--- config.mk ---
export PLATFORM = sky130hd
export DESIGN_NAME = irq_line_router
export DESIGN_NICKNAME = d
export VERILOG_FILES = /design/src/rtl/irq_router_pkg.sv /design/src/rtl/irq_route_ctrl.sv /design/src/rtl/irq_route_datapath.sv /design/src/rtl/irq_line_router.sv
export SDC_FILE = /design/constraint.sdc
export NUM_CORES = 1
export LEC_CHECK = 0
export BUFFER_PORTS_ARGS = -buffer_cell sky130_fd_sc_hd__buf_4
export CORE_UTILIZATION = 40
export CTS_CLUSTER_SIZE = 25
export DETAILED_ROUTE_END_ITERATION = 8
export PLACE_DENSITY = 0.74
export SKIP_CTS_REPAIR_TIMING = 1
export SLEW_MARGIN = 20
export SYNTH_ARGS = -nofsm -noshare
export SYNTH_HDL_FRONTEND = slang
export SYNTH_SLANG_ARGS = --single-unit
--- constraint.sdc ---
create_clock -name clk -period 0.8 [get_ports clk]
set_input_delay 0.04 -clock clk [delete_from_list [all_inputs] [get_ports clk]]
set_output_delay 0.04 -clock clk [all_outputs]
set_load 0.01 [all_outputs]
--- src/rtl/irq_router_pkg.sv ---
package irq_router_pkg;

  // Width of a computed line index; wide enough for any offset plus pin.
  localparam int LINE_IDX_W = 8;
  localparam int DEVFN_W    = 8;
  localparam int PIN_W      = 2;

  // Strobes passed from the control decode to the state datapath.
  typedef struct packed {
    logic                  wrStrobe;
    logic                  wrLevel;
    logic [LINE_IDX_W-1:0] lineIdx;
  } route_cmd_t;

endpackage

--- src/rtl/irq_route_ctrl.sv ---
module irq_route_ctrl
  import irq_router_pkg::*;
#(
  parameter int NUM_LINES        = 32,
  parameter int PRIMARY_ODD_BASE = 16,
  parameter int LINES_PER_SLOT   = 4
) (
  input  logic             evtValid,
  input  logic             evtBehindBridge,
  input  logic [1:0]       slotSel,
  input  logic             funcOdd,
  input  logic [PIN_W-1:0] evtPin,
  input  logic             evtLevel,
  output route_cmd_t       cmd
);

  localparam logic [LINE_IDX_W-1:0] OddBase  = LINE_IDX_W'(PRIMARY_ODD_BASE);
  localparam logic [LINE_IDX_W-1:0] SlotSpan = LINE_IDX_W'(LINES_PER_SLOT);
  localparam logic [LINE_IDX_W-1:0] LineCnt  = LINE_IDX_W'(NUM_LINES);

  logic [LINE_IDX_W-1:0] pinExt;
  logic [LINE_IDX_W-1:0] primaryLine;
  logic [LINE_IDX_W-1:0] secondaryLine;
  logic [LINE_IDX_W-1:0] rawLine;
  logic                  inRange;

  always_comb begin
    pinExt        = LINE_IDX_W'(evtPin);
    primaryLine   = pinExt + (funcOdd ? OddBase : '0);
    secondaryLine = pinExt + (LINE_IDX_W'(slotSel) * SlotSpan);
    rawLine       = evtBehindBridge ? secondaryLine : primaryLine;
    inRange       = rawLine < LineCnt;
  end

  always_comb begin
    cmd.wrStrobe = evtValid && inRange;
    cmd.wrLevel  = evtLevel;
    cmd.lineIdx  = rawLine;
  end

endmodule

--- src/rtl/irq_route_datapath.sv ---
module irq_route_datapath
  import irq_router_pkg::*;
#(
  parameter int NUM_LINES       = 32,
  parameter int LINES_PER_GROUP = 4,
  localparam int NumGroups      = NUM_LINES / LINES_PER_GROUP
) (
  input  logic                 clk,
  input  logic                 rstN,
  input  route_cmd_t           cmd,
  input  logic [NumGroups-1:0] groupEnable,
  output logic [NUM_LINES-1:0] irqOut
);

  logic [NUM_LINES-1:0] lineState;
  logic [NUM_LINES-1:0] lineNext;

  for (genvar i = 0; i < NUM_LINES; i++) begin : g_line
    localparam int GroupIdx = i / LINES_PER_GROUP;
    logic hit;
    assign hit = cmd.wrStrobe && (cmd.lineIdx == LINE_IDX_W'(i));

    always_comb begin
      if (!groupEnable[GroupIdx]) begin
        lineNext[i] = 1'b0;
      end else if (hit) begin
        lineNext[i] = cmd.wrLevel;
      end else begin
        lineNext[i] = lineState[i];
      end
    end
  end

  always_ff @(posedge clk or negedge rstN) begin
    if (!rstN) begin
      lineState <= '0;
    end else begin
      lineState <= lineNext;
    end
  end

  assign irqOut = lineState;

endmodule

--- src/rtl/irq_line_router.sv ---
module irq_line_router
  import irq_router_pkg::*;
#(
  parameter int NUM_LINES        = 32,
  parameter int LINES_PER_GROUP  = 4,
  parameter int PRIMARY_ODD_BASE = 16,
  localparam int NumGroups       = NUM_LINES / LINES_PER_GROUP
) (
  input  logic                 clk,
  input  logic                 rstN,
  input  logic                 evtValid,
  input  logic                 evtBehindBridge,
  input  logic [DEVFN_W-1:0]   evtDevfn,
  input  logic [PIN_W-1:0]     evtPin,
  input  logic                 evtLevel,
  input  logic [NumGroups-1:0] groupEnable,
  output logic [NUM_LINES-1:0] irqOut
);

  route_cmd_t cmd;
  logic       unusedDevfnBits;

  assign unusedDevfnBits = ^{evtDevfn[7:5], evtDevfn[2:1]};

  irq_route_ctrl #(
    .NUM_LINES       (NUM_LINES),
    .PRIMARY_ODD_BASE(PRIMARY_ODD_BASE),
    .LINES_PER_SLOT  (LINES_PER_GROUP)
  ) u_ctrl (
    .evtValid       (evtValid),
    .evtBehindBridge(evtBehindBridge),
    .slotSel        (evtDevfn[4:3]),
    .funcOdd        (evtDevfn[0]),
    .evtPin         (evtPin),
    .evtLevel       (evtLevel),
    .cmd            (cmd)
  );

  irq_route_datapath #(
    .NUM_LINES      (NUM_LINES),
    .LINES_PER_GROUP(LINES_PER_GROUP)
  ) u_dp (
    .clk        (clk),
    .rstN       (rstN),
    .cmd        (cmd),
    .groupEnable(groupEnable),
    .irqOut     (irqOut)
  );

endmodule

After elaboration in Yosys (flattened, before gate mapping)
Cells that the tools add are included.
{"block": "word_totals", "ff_bits": 32, "in_bits": 23, "out_inout_bits": 32, "elab_cells": 198}
{"block": "classes", "add_sub_neg": 2, "n_lt_le_gt_ge": 1, "eq_ne": 63, "mux": 66, "reduce_logical": 34}
{"cell": "$eq A8 B5 Y1 const B", "n": 16}
{"cell": "$eq A8 B4 Y1 const B", "n": 8}
{"cell": "$mux W1", "n": 64}
{"cell": "$ne A2 B1 Y1 const B", "n": 32}
{"cell": "$logic_and A1 B1 Y1", "n": 33}
{"cell": "$eq A8 B3 Y1 const B", "n": 4}
{"cell": "$eq A8 B2 Y1 const B", "n": 2}
{"cell": "$add A2 B8 Y8", "n": 1}
{"cell": "$eq A8 B1 Y1 const B", "n": 1}
{"cell": "$logic_not A8 Y1", "n": 1}
{"cell": "$lt A8 B6 Y1 const B", "n": 1}
{"cell": "$mux W8", "n": 1}
{"cell": "$add A2 B4 Y5", "n": 1}
{"cell": "$mux W5", "n": 1}

Depth between registers and ports, before layout
{"block": "logic_depth", "ltp_word": 8, "depth_mapped": 4, "ltp_nobuf": 3}

By module
Synthesis repeated with hierarchy kept, for this count alone.
{"block": "unflattened", "cells_unflattened": 170, "area_unflattened_um2": 1736.7}
{"mod": "irq_route_datapath", "instances": 1, "cells_per_inst": 159, "area_per_inst_um2": 1661.6, "seq_area_each_um2": 800.8}
{"mod": "irq_route_ctrl", "instances": 1, "cells_per_inst": 11, "area_per_inst_um2": 75.1, "seq_area_each_um2": 0.0}

Least setup slack after synthesis
Ideal clock, no wire load.
{"block": "synth_timing", "path_kind": "input to register", "start": "input evtValid", "end": "register u_dp.lineState[8] (netlist: u_dp.irqOut[8])", "setup_ps": 136, "t_arrival_ps": 745, "required_ps": 664, "slack_ps": -81, "cell_stages": 4, "path_buffers": 1, "cell_sequence": "buf_2 nand4b_2 o311ai_1 o41ai_1"}
{"block": "synth_via", "elab_chain_len": 3}
{"item": "start: declaration", "line_no": "irq_line_router.sv:11", "text": "input logic evtValid,"}
{"item": "$logic_and A1 B1 Y1", "line_no": "irq_route_ctrl.sv:36", "text": "cmd.wrStrobe = evtValid && inRange;"}
{"item": "$logic_and A1 B1 Y1", "line_no": "irq_route_datapath.sv:21", "text": "assign hit = cmd.wrStrobe && (cmd.lineIdx == LINE_IDX_W'(i));"}
{"item": "$ne A2 B1 Y1 (no source line)"}
{"item": "end signal: assignment", "line_no": "irq_route_datapath.sv:38", "text": "lineState <= lineNext;"}
{"item": "end: declaration", "line_no": "irq_route_datapath.sv:15", "text": "logic [NUM_LINES-1:0] lineState;"}
Every way passes these cells.
A chain may end at the register's enable or synchronous reset.

Worst setup path in the final report
{"block": "layout_timing", "start": "register u_dp.lineState[17] (netlist: u_dp.irqOut[17])", "end": "output irqOut[17]"}
{"item": "end: declaration", "line_no": "irq_line_router.sv:17", "text": "output logic [NUM_LINES-1:0] irqOut"}
No word-level cell between the ends.

==> flow_metrics.env <==
export IMPL_setup_violations=36
export IMPL_numPortBuffers=49
export IMPL_ys_seq_area_share_pct=58.18
export IMPL_finalClockSkew_ns=0
export IMPL_multiInputGateArea_sq_um=578.1
export IMPL_grt_pass1_wl_microns=4995
export IMPL_clk_path_buf_depth=2
export IMPL_finalNonFillerCells=234
export IMPL_grt_pass1_vias=1086
export IMPL_path_delay_family="flip-flops"
export IMPL_cp_slowest_cell="dfrtp_1"
export IMPL_tightestPinTransition_ns=0.3850
export IMPL_leakagePower_nw=1.053
export IMPL_largest_register_ffs=32
export IMPL_crit_buf_inv=1
export IMPL_crit_path_end_kind="primary output"
export IMPL_final_cell_mix="buf_6, dfrtp_1, buf_4"
export IMPL_drv_cap=0
export IMPL_cts_max_level=2
export IMPL_fmax_mhz=1090
export IMPL_drt_pass1_iterations=4
export IMPL_dp_cells=215
export IMPL_syn_num_nets=141
export IMPL_ys_warnings_count=0
export IMPL_grt_ovfl_total=0
export IMPL_slew_violations=0
export IMPL_status="finished, violations left"
export IMPL_clock_latency_ns=0.33
export IMPL_area_growth_pct=58.64
export IMPL_crit_end="irqOut[17]"
export IMPL_dp_hpwl_microns=2418
export IMPL_slowest_delay_ns=0.41
export IMPL_finalSetupTns_ns=-3.114
export IMPL_power_mw=3.028
export IMPL_worst_setup_path_type="reg2out"
export IMPL_startpoint_type="flip-flop"
export IMPL_post_route_util_pct=69.25
export IMPL_hold_violations=2
export IMPL_regArea_sq_um=800.8
export IMPL_synth_area_sq_mm=0.001376
export IMPL_place_area_sq_mm=0.001883
export IMPL_vdd_drop_max_v=0.001054
export IMPL_wire_per_inst_microns=14.58
export IMPL_ys_flop_type="dfrtp_1"
export IMPL_fp_row_count=20
export IMPL_initial_core_util_pct=43.65
export IMPL_powerDensity_mw_per_mm2=1387
export IMPL_worstPathArrival_ns=0.88
export IMPL_clkTransAtPathRegs_ns=0.10
export IMPL_num_vias=1242
export IMPL_rsz0062_at_grt="yes"
export IMPL_r2r_cells=3
export IMPL_async_flop_share_pct=100.0
export IMPL_n_antenna_cell=0
export IMPL_synth_edf_count=0
export IMPL_synth_seq_cells=32
export IMPL_cts_tree="done"
export IMPL_chipWidth_microns=60.66
export IMPL_grt_total_usage_pct=19.16
export IMPL_io_pins=55
export IMPL_crit_chain="buf_6"
export IMPL_cp_depth=1
export IMPL_min_period_over_period_pct=114.7
export IMPL_drc=0
export IMPL_core_sq_mm=0.003153
export IMPL_r2r_end="u_dp.irqOut[8]$_DFFE_PN0P_"
export IMPL_gp_congestion=0.8090
export IMPL_drive_gt1_share_pct=38.42
export IMPL_syn_inst=118
export IMPL_num_fill_cells=240
export IMPL_detail_route_wirelength_microns=3411
export IMPL_final_nets=213
export IMPL_whs_ns=-0.004998
export IMPL_drt_initial_drc_count=36
export IMPL_grt_max_degree=33
export IMPL_die_h_microns=60.66
export IMPL_fin_crit_ns=0.9176
export IMPL_synth_distinct_cells=28
export IMPL_cts_root_buf="clkbuf_4"
export IMPL_crit_fanout=2
export IMPL_postRouteAntennaNets=0
export IMPL_clkSinkCount=32
export IMPL_cts_made_buffers=5
export IMPL_crit_start="u_dp.irqOut[17]$_DFFE_PN0P_"
export IMPL_r2r_setup_slack_ns=-0.04
export IMPL_syn_avg_cell_area_sq_um=11.66
export IMPL_max_slew_margin_pct=74.34
export IMPL_worstHoldPathType="in2reg"
export IMPL_antenna_found_initial=0
export IMPL_r2r_start="u_dp.irqOut[8]$_DFFE_PN0P_"
export IMPL_fp_dieArea_sq_mm=0.003680
export IMPL_viasPerCell=5.308
export IMPL_pre_cts_slack_ns=-0.1137
export IMPL_violations="negative hold slack, negative setup slack"
export IMPL_finalInstanceArea_sq_mm=0.002183
export IMPL_setup_slack_ns=-0.1176
export IMPL_required_ns=0.76
-- how the worst min path moves through the flow --
stage / from / endpoint / slack, ns / depth (start not counted)
final: groupEnable[3] / u_dp.irqOut[15]$_DFFE_PN0P_ / -0.005 / 3
after global routing: groupEnable[1] / u_dp.irqOut[6]$_DFFE_PN0P_ / 0.006 / 3
after floorplan: rstN / u_dp.irqOut[0]$_DFFE_PN0P_ / -0.26 / 0
after detailed placement: rstN / u_dp.irqOut[5]$_DFFE_PN0P_ / -0.004 / 1
after global placement: rstN / u_dp.irqOut[6]$_DFFE_PN0P_ / -0.01 / 1
after CTS: rstN / u_dp.irqOut[0]$_DFFE_PN0P_ / -0.38 / 1
-- cells by family after synthesis --
logic type	count (synthesis)	synth area share, %
buffers and inverters	5	1.636
AND/OR/NAND/NOR	41	19.00
multiplexers	4	2.909
flip-flops	32	58.18
AO/OA/AOI/OAI	36	18.27
-- layout make-up --
class | instances | share of cell area (%)
repair buffers | 69 | 31.17
inverters | 1 | 0.1719
multi-input cells | 81 | 26.48
well taps | 44 | 2.521
clock buffers | 7 | 2.980
flip-flops and latches | 32 | 36.68
-- per-layer routing --
layer | part of all wire [%] | global-route usage [%] | vias up | wire length [microns]
met5 | 0 | 0 | - | 0
met4 | 1.2 | 6.818 | 0 | 42
met3 | 5.0 | 6.397 | 7 | 169
met2 | 51 | 30.93 | 36 | 1733
met1 | 43 | 24.14 | 613 | 1464
li1 | - | - | 586 | -
-- power breakdown --
part	total, mW	internal, mW	switching [mW]
clock network	1.03	0.498	0.532
logic	0.365	0.172	0.193
registers	1.63	1.63	0.00711
-- synthesized netlist by cell type (all sizes together) (2+ instances only) --
cell,n,area share (%)
a21boi,4,2.2
a21oi,4,1.5
and2,12,5.5
buf,3,1.1
dfrtp,32,58
mux2i,4,2.9
nand2,8,2.2
nand2b,2,0.91
nand3,6,2.2
nand4,3,1.8
nand4b,2,1.7
nor2,2,0.55
nor2b,2,0.91
o211ai,9,4.9
o21ai,6,2.2
o311ai,2,1.3
o31ai,8,4.4
o41ai,2,1.3
No activity file was read; power rests on OpenSTA's default activity.
